File: config.mk
export PLATFORM = sky130hd
export DESIGN_NAME = va_xlat_tlb
export DESIGN_NICKNAME = d
export VERILOG_FILES = /design/src/rtl/xlat_pkg.sv /design/src/rtl/xlat_match.sv /design/src/rtl/xlat_victim.sv /design/src/rtl/xlat_store.sv /design/src/rtl/va_xlat_tlb.sv
export SDC_FILE = /design/constraint.sdc
export NUM_CORES = 1
export LEC_CHECK = 0
export BUFFER_PORTS_ARGS = -buffer_cell sky130_fd_sc_hd__buf_4
export CAP_MARGIN = 20
export CORE_MARGIN = 10
export CORE_UTILIZATION = 55
export CTS_BUF_LIST = sky130_fd_sc_hd__clkbuf_16
export DETAILED_ROUTE_END_ITERATION = 10
export PLACE_DENSITY_LB_ADDON = 0.1
export SYNTH_ARGS = -nofsm -noshare
export SYNTH_HDL_FRONTEND = slang
export SYNTH_SLANG_ARGS = --single-unit
File: constraint.sdc
create_clock -name clk -period 2.6 [get_ports clk]
set_clock_uncertainty 0.1 [all_clocks]
set_input_delay 0 -clock clk [delete_from_list [all_inputs] [get_ports clk]]
set_output_delay 0 -clock clk [all_outputs]
set_load 0.05 [all_outputs]
File: src/rtl/xlat_pkg.sv
package xlat_pkg;

  typedef enum logic [1:0] {
    ACC_READ  = 2'b00,
    ACC_WRITE = 2'b01,
    ACC_EXEC  = 2'b10,
    ACC_NONE  = 2'b11
  } acc_kind_e;

  localparam int PERM_W_BITS = 3;
  localparam int PERM_RD = 0;
  localparam int PERM_WR = 1;
  localparam int PERM_EX = 2;

  function automatic logic access_ok(input logic [PERM_W_BITS-1:0] perm,
                                     input acc_kind_e kind);
    logic ok;
    case (kind)
      ACC_READ:  ok = perm[PERM_RD];
      ACC_WRITE: ok = perm[PERM_WR];
      ACC_EXEC:  ok = perm[PERM_EX];
      default:   ok = 1'b0;
    endcase
    return ok;
  endfunction

endpackage

File: src/rtl/xlat_match.sv
module xlat_match #(
  parameter int N     = 8,
  parameter int KEY_W = 20,
  localparam int IDX_W = (N > 1) ? $clog2(N) : 1
) (
  input  logic [N-1:0]            valid,
  input  logic [N-1:0][KEY_W-1:0] tags,
  input  logic [KEY_W-1:0]        key,
  output logic [N-1:0]            hit_vec,
  output logic                    hit_any,
  output logic [IDX_W-1:0]        hit_idx
);

  for (genvar g = 0; g < N; g++) begin : g_cmp
    assign hit_vec[g] = valid[g] && (tags[g] == key);
  end

  assign hit_any = |hit_vec;

  always_comb begin
    hit_idx = '0;
    for (int i = 0; i < N; i++) begin
      if (hit_vec[i]) hit_idx = hit_idx | IDX_W'(i);
    end
  end

endmodule

File: src/rtl/xlat_victim.sv
module xlat_victim #(
  parameter int N = 8,
  localparam int IDX_W = (N > 1) ? $clog2(N) : 1
) (
  input  logic [N-1:0]     valid,
  input  logic [N-1:0]     used,
  output logic [IDX_W-1:0] pick
);

  logic found;

  always_comb begin
    pick  = '0;
    found = 1'b0;
    for (int i = 0; i < N; i++) begin
      if (!found && !valid[i]) begin
        pick  = IDX_W'(i);
        found = 1'b1;
      end
    end
    for (int i = 0; i < N; i++) begin
      if (!found && !used[i]) begin
        pick  = IDX_W'(i);
        found = 1'b1;
      end
    end
  end

endmodule

File: src/rtl/xlat_store.sv
module xlat_store
  import xlat_pkg::*;
#(
  parameter int N     = 8,
  parameter int VPN_W = 20,
  parameter int PFN_W = 20,
  localparam int IDX_W = (N > 1) ? $clog2(N) : 1
) (
  input  logic                          clk,
  input  logic                          rst_n,
  input  logic                          flush,
  input  logic                          fill_en,
  input  logic [IDX_W-1:0]              fill_idx,
  input  logic [VPN_W-1:0]              fill_vpn,
  input  logic [PFN_W-1:0]              fill_pfn,
  input  logic [PERM_W_BITS-1:0]        fill_perm,
  input  logic                          use_en,
  input  logic [IDX_W-1:0]              use_idx,
  input  logic                          dirty_en,
  output logic [N-1:0]                  valid_q,
  output logic [N-1:0][VPN_W-1:0]       vpn_q,
  output logic [N-1:0][PFN_W-1:0]       pfn_q,
  output logic [N-1:0][PERM_W_BITS-1:0] perm_q,
  output logic [N-1:0]                  dirty_q,
  output logic [N-1:0]                  used_q
);

  logic [N-1:0]                  valid_d, dirty_d, used_d, set_mask, used_or;
  logic [N-1:0][VPN_W-1:0]       vpn_d;
  logic [N-1:0][PFN_W-1:0]       pfn_d;
  logic [N-1:0][PERM_W_BITS-1:0] perm_d;
  logic                          upd;

  assign upd = flush | fill_en | use_en;

  always_comb begin
    valid_d  = valid_q;
    dirty_d  = dirty_q;
    vpn_d    = vpn_q;
    pfn_d    = pfn_q;
    perm_d   = perm_q;
    set_mask = '0;
    if (use_en) begin
      set_mask[use_idx] = 1'b1;
      if (dirty_en) dirty_d[use_idx] = 1'b1;
    end
    if (fill_en) begin
      valid_d[fill_idx]  = 1'b1;
      vpn_d[fill_idx]    = fill_vpn;
      pfn_d[fill_idx]    = fill_pfn;
      perm_d[fill_idx]   = fill_perm;
      dirty_d[fill_idx]  = 1'b0;
      set_mask[fill_idx] = 1'b1;
    end
    used_or = used_q | set_mask;
    used_d  = (&used_or) ? set_mask : used_or;
    if (flush) begin
      valid_d = '0;
      used_d  = '0;
    end
  end

  always_ff @(posedge clk or negedge rst_n) begin
    if (!rst_n) begin
      valid_q <= '0;
      dirty_q <= '0;
      used_q  <= '0;
    end else if (upd) begin
      valid_q <= valid_d;
      dirty_q <= dirty_d;
      used_q  <= used_d;
    end
  end

  always_ff @(posedge clk) begin
    if (fill_en) begin
      vpn_q  <= vpn_d;
      pfn_q  <= pfn_d;
      perm_q <= perm_d;
    end
  end

endmodule

File: src/rtl/va_xlat_tlb.sv
module va_xlat_tlb
  import xlat_pkg::*;
#(
  parameter int VA_W      = 32,
  parameter int PA_W      = 32,
  parameter int PAGE_BITS = 12,
  parameter int ENTRIES   = 8,
  localparam int VPN_W = VA_W - PAGE_BITS,
  localparam int PFN_W = PA_W - PAGE_BITS,
  localparam int IDX_W = (ENTRIES > 1) ? $clog2(ENTRIES) : 1
) (
  input  logic                   clk,
  input  logic                   rst_n,
  input  logic                   flush,
  input  logic                   lk_valid,
  input  logic [VA_W-1:0]        lk_vaddr,
  input  logic [1:0]             lk_kind,
  output logic                   lk_hit,
  output logic                   lk_miss,
  output logic                   lk_fault,
  output logic [PA_W-1:0]        lk_paddr,
  input  logic                   fl_valid,
  input  logic [VPN_W-1:0]       fl_vpn,
  input  logic [PFN_W-1:0]       fl_pfn,
  input  logic [PERM_W_BITS-1:0] fl_perm,
  output logic                   ev_valid,
  output logic [PFN_W-1:0]       ev_pfn,
  output logic                   ev_dirty
);

  logic [1:0] rst_sync_q;
  logic       rst_int_n;

  always_ff @(posedge clk or negedge rst_n) begin
    if (!rst_n) rst_sync_q <= '0;
    else        rst_sync_q <= {rst_sync_q[0], 1'b1};
  end
  assign rst_int_n = rst_sync_q[1];

  logic [ENTRIES-1:0]                  valid_q, dirty_q, used_q;
  logic [ENTRIES-1:0][VPN_W-1:0]       vpn_q;
  logic [ENTRIES-1:0][PFN_W-1:0]       pfn_q;
  logic [ENTRIES-1:0][PERM_W_BITS-1:0] perm_q;

  logic [VPN_W-1:0]   lk_vpn;
  logic [ENTRIES-1:0] lk_hit_vec, fl_hit_vec;
  logic               lk_any, fl_any;
  logic [IDX_W-1:0]   lk_idx, fl_idx, vic_idx, fill_idx;
  logic               perm_ok, use_en, dirty_en, fill_go, ev_d;
  acc_kind_e          kind;

  assign lk_vpn = lk_vaddr[VA_W-1:PAGE_BITS];
  assign kind   = acc_kind_e'(lk_kind);

  xlat_match #(.N(ENTRIES), .KEY_W(VPN_W)) u_lk_match (
    .valid(valid_q), .tags(vpn_q), .key(lk_vpn),
    .hit_vec(lk_hit_vec), .hit_any(lk_any), .hit_idx(lk_idx)
  );

  xlat_match #(.N(ENTRIES), .KEY_W(VPN_W)) u_fl_match (
    .valid(valid_q), .tags(vpn_q), .key(fl_vpn),
    .hit_vec(fl_hit_vec), .hit_any(fl_any), .hit_idx(fl_idx)
  );

  xlat_victim #(.N(ENTRIES)) u_victim (
    .valid(valid_q), .used(used_q), .pick(vic_idx)
  );

  assign perm_ok  = access_ok(perm_q[lk_idx], kind);
  assign lk_hit   = lk_valid && lk_any;
  assign lk_miss  = lk_valid && !lk_any;
  assign lk_fault = lk_hit && !perm_ok;
  assign lk_paddr = lk_hit ? {pfn_q[lk_idx], lk_vaddr[PAGE_BITS-1:0]} : '0;

  assign use_en   = lk_hit && perm_ok;
  assign dirty_en = use_en && (kind == ACC_WRITE);
  assign fill_go  = fl_valid && !flush;
  assign fill_idx = fl_any ? fl_idx : vic_idx;
  assign ev_d     = fill_go && !fl_any && valid_q[vic_idx];

  xlat_store #(.N(ENTRIES), .VPN_W(VPN_W), .PFN_W(PFN_W)) u_store (
    .clk(clk), .rst_n(rst_int_n), .flush(flush),
    .fill_en(fill_go), .fill_idx(fill_idx), .fill_vpn(fl_vpn),
    .fill_pfn(fl_pfn), .fill_perm(fl_perm),
    .use_en(use_en), .use_idx(lk_idx), .dirty_en(dirty_en),
    .valid_q(valid_q), .vpn_q(vpn_q), .pfn_q(pfn_q), .perm_q(perm_q),
    .dirty_q(dirty_q), .used_q(used_q)
  );

  always_ff @(posedge clk or negedge rst_int_n) begin
    if (!rst_int_n) begin
      ev_valid <= 1'b0;
      ev_pfn   <= '0;
      ev_dirty <= 1'b0;
    end else begin
      ev_valid <= ev_d;
      if (fill_go) begin
        ev_pfn   <= pfn_q[vic_idx];
        ev_dirty <= dirty_q[vic_idx];
      end
    end
  end

endmodule

==> parameters.txt <==
Parameter                              Value

Drt
  Drt pass-1 iters    6
  Met1 layer wirelength in the final routing    30.4 mm
  Met3 layer wire length in the routed design    13.3 mm
  Drt total wl    83.1 mm
  Total DRC errors in the routed layout    0
  Top Metal Used    met5
  Drt wl/cell    30.0 um
  Iter 0 DRT Violations    2,470
  Routed length on met2    35.8 mm
  Number of antenna-violating nets in the routed design    0
  Vias per cell    6.48
  Vias post-DR    18,000

Pwr
  Switching power share of the total    25.7%
  Power per cell area    532 nW/um^2
  Leakage power    11.7 nW
  Largest vdd supply drop    731 uV
  Logic pwr share    14.2%
  Clock share of power    41.4%
  Cell Int Power    11.9 mW
  Switching power summed over all nets    4.11 mW
  Sequential fraction of design power    44.4%
  Total Power Consumption    16.0 mW

STA
  Smallest setup slack after layout    -1.66 ns
  Unrepaired setup endpoints after global routing    yes
  Accumulated negative setup slack    -345.90 ns
  Slew margin rel.    31.0%
  Slew at the pin with the worst max-slew slack    1.04 ns
  Total count of max-transition violations in the final report    0
  Final clock period utilization by the worst path    164%
  Total of endpoints with negative setup slack in the final report    424
  Final Hold Vio Count    0
  Highest achievable clock rate    0.235 GHz
  Time the final worst path needs with I/O delays and setup    4.26 ns

Synth
  Warning count from the yosys run    0
  Cell accounting for the most synthesized area    edfxtp_1
  Ranking of synthesized cells by area    edfxtp_1 (52%), xnor2_1 (8.6%), dfrtp_1 (6.1%), xor2_1 (5.7%), nand2_1 (2.8%)
  Post-Syn Instances    1,611
  List of most frequent post-synthesis cells    edfxtp_1 (344), xnor2_1 (193), nand2_1 (145)
  #FFs+latches synth    392
  Number of enable-type register cells in the synthesized netlist    344
  Post-synthesis cell type count    75
  Seq/Total Area, Yosys    58.6%
  FFs w/ async S/R, synth    12.2%
  Cell area after synthesis    19,700 sq um
  Most used standard cell by instance count after synthesis    edfxtp_1
  Main flop type after synthesis    edfxtp_1
  Area fraction of the dominant cell type after synthesis    52.5%
  Syn Area/Cell    12.2 sq um
  Post-Synthesis Net Count    1,693

Floorplanning
  Number of placement rows    69
  Number of top-level pins    139
  Die span in x    209 um
  Effective utilization at floorplan    55.5%
  Floorplan die height    209 um
  Area of the die    43,800 sq um
  Core Footprint    35,500 sq um

Final layout
  Number of inserted diodes    0
  P&R area growth vs syn    52.6%
  Non-filler cells in the finished layout    2,772
  Number of filler cells placed in the layout    1,785
  Fraction of final layout cells sized beyond drive strength 1    39.7%
  Total non-filler cell area in the finished layout    30,100 sq um
  Final nets    2,358

Place
  Placed wire-length estimate after detailed placement    47.3 mm
  Final weighted congestion in routability-driven placement    1.08
  Cell count after placement    2,528
  Placed Instance Area    24,800 sq um
  Pre-CTS worst setup slack    -1.64 ns
  Count of buffers inserted at the top-level ports    138

Job
  Count of maximum capacitance violations    0

Global route
  Maximum number of pins on one net before global-route repair    85
  Antenna violations before repair    1
  GRT Resource Usage Total    33.5%
  Global-route wire length before repair    109 mm
  Number of global-route vias before repair    17,100
  Remaining global-route overflow    0

Critical path
  Startpoint kind of the worst setup timing path    flop
  Worst endpoint required time    2.95 ns
  Largest driver fanout on the critical path    5
  Crit path kind    flop to flop
  Critical Path Sink Type    flop
  Reg-to-reg slack, setup    -1.66 ns
  Worst EP arrival    4.61 ns

Clock network
  CTS root buf    clkbuf_16
  CTS sink cnt    392
  TritonCTS clock tree    built
  Number of levels in the clock H-tree    2
  Clock latency of the later-clocked register in the worst-skew pair    0.58 ns
  Clock transition at the registers of the reported paths    0.06 ns
  Total clock buffers created by CTS    43
  Clock Path Buffers    3

Status
  Violations in the final reports    negative setup slack
  Result of the run    finished, violations left

Min path
  Worst hold path class    primary input to flop
## logic make-up (layout without fill, tap and decap cells)
logic type,Yosys count,count (layout),synth area share [%]
flops,392,392,58.6
simple gates,470,470,12.4
other cells,1,1,0.0190
mux,49,49,2.49
compound gates,263,263,9.72
xor+xnor,322,322,14.3
buf+inv,114,814,2.52
## area by class of cell
type,instances,area [sq um],area share [%]
Inverter,15,75.1,0.250
Timing Repair Buffer,719,7130,23.7
Clock buffer,44,1100,3.66
Clock inverter,36,404,1.34
Multi-Input combinational cell,1105,9240,30.7
Sequential cell,392,11500,38.4
Tap cell,461,577,1.92
## power by group through the flow
stage	clock [mW]	combinational, mW	sequential (mW)
2_1_floorplan	0	0.740	7.44
4_1_cts	6.57	2.03	7.10
3_5_place_dp	0	1.88	7.22
3_3_place_gp	0	1.86	7.22
6_report	6.62	2.27	7.10
5_1_grt	6.89	2.34	7.11
## sequential cells by signal, summed over array words and instances (netlist names)
register / count
ev_valid: 1
u_store.used_q: 8
u_store.perm_q: 24
rst_sync_q: 2
u_store.pfn_q: 160
ev_dirty: 1
u_store.vpn_q: 160
ev_pfn: 20
u_store.valid_q: 8
u_store.dirty_q: 8
## worst paths after layout
| path | start | endpoint | cells after the start |
|---|---|---|---|
| max | u_store.vpn_q[11]$_DFFE_PP_ | u_store.used_q[1]$_DFFE_PN0P_ | 20 |
| min | fl_vpn[6] | u_store.vpn_q[126]$_DFFE_PP_ | 2 |
| max reg2reg | u_store.vpn_q[11]$_DFFE_PP_ | u_store.used_q[1]$_DFFE_PN0P_ | 20 |
| min reg2reg | rst_sync_q[1]$_DFF_PN0_ | ev_pfn[2]$_DFFE_PN0P_ | 0 |
| max in group asynchronous | rst_sync_q[1]$_DFF_PN0_ | u_store.valid_q[4]$_DFFE_PN0P_ | 1 |
| min in group asynchronous | rst_n | rst_sync_q[1]$_DFF_PN0_ | 3 |
## layer usage
metal	up-vias	global-route usage, %
li1	7361	-
met1	8808	44.9
met3	288	12.8
met5	-	0
met4	2	11.0
met2	1492	49.1
## through the flow
stage	util, %	hold slack (ns)
2_1_floorplan	-	-0.396
3_5_place_dp	69.9	-0.316
5_1_grt	84.7	0.0362
4_1_cts	79.5	0.00417
6_report	84.7	0.0571
3_3_place_gp	69.9	-0.317
## placed cells by master (no fill, tap or decap), types with 20 or more instances in the layout
cell           synthesis  final
dfrtp_1               48     47
a2111oi_4              1     22
buf_4                  5    505
a311oi_1              24     22
clkbuf_16              0     62
mux2i_1               49     48
xnor2_1              193    165
o21ai_0               33     29
dlygate4sd3_1          0     45
buf_12                 0     47
xnor2_2                0     25
buf_6                  4     67
and2_1                60     57
a21oi_1               35     30
nand3_1               40     30
edfxtp_1             344    344
nand4_1               58     58
nor4_1                44     20
a31oi_1               25     25
nand2_1              145    133
nor2_1                61     53
xor2_1               129    124
a211oi_1              46     43
## critical path, cell delays in order, from the launching register on
cell and delay, ns:
edfxtp_1 0.46, xor2_1 0.22, buf_4 0.20, nor4_2 0.06, buf_4 0.17, and3_1 0.22
a22oi_2 0.26, nand4b_1 0.20, buf_4 0.20, nand2_4 0.09, buf_6 0.10, buf_6 0.08
buf_6 0.11, nand3_4 0.10, nor3_4 0.30, or2_2 0.19, o22ai_2 0.07, or4_4 0.50
buf_4 0.18, nor4_2 0.21, nor3_1 0.10
## timing repair
action	in CTS	in global routing
pin swaps	54	53
gates cloned	15	28
resized for setup	175	181
hold buffers	54	0
setup buffers	23	55
endpoints found under the setup margin	424	424
endpoints found under the hold margin	363	0
No activity file was read; power rests on OpenSTA's default activity.
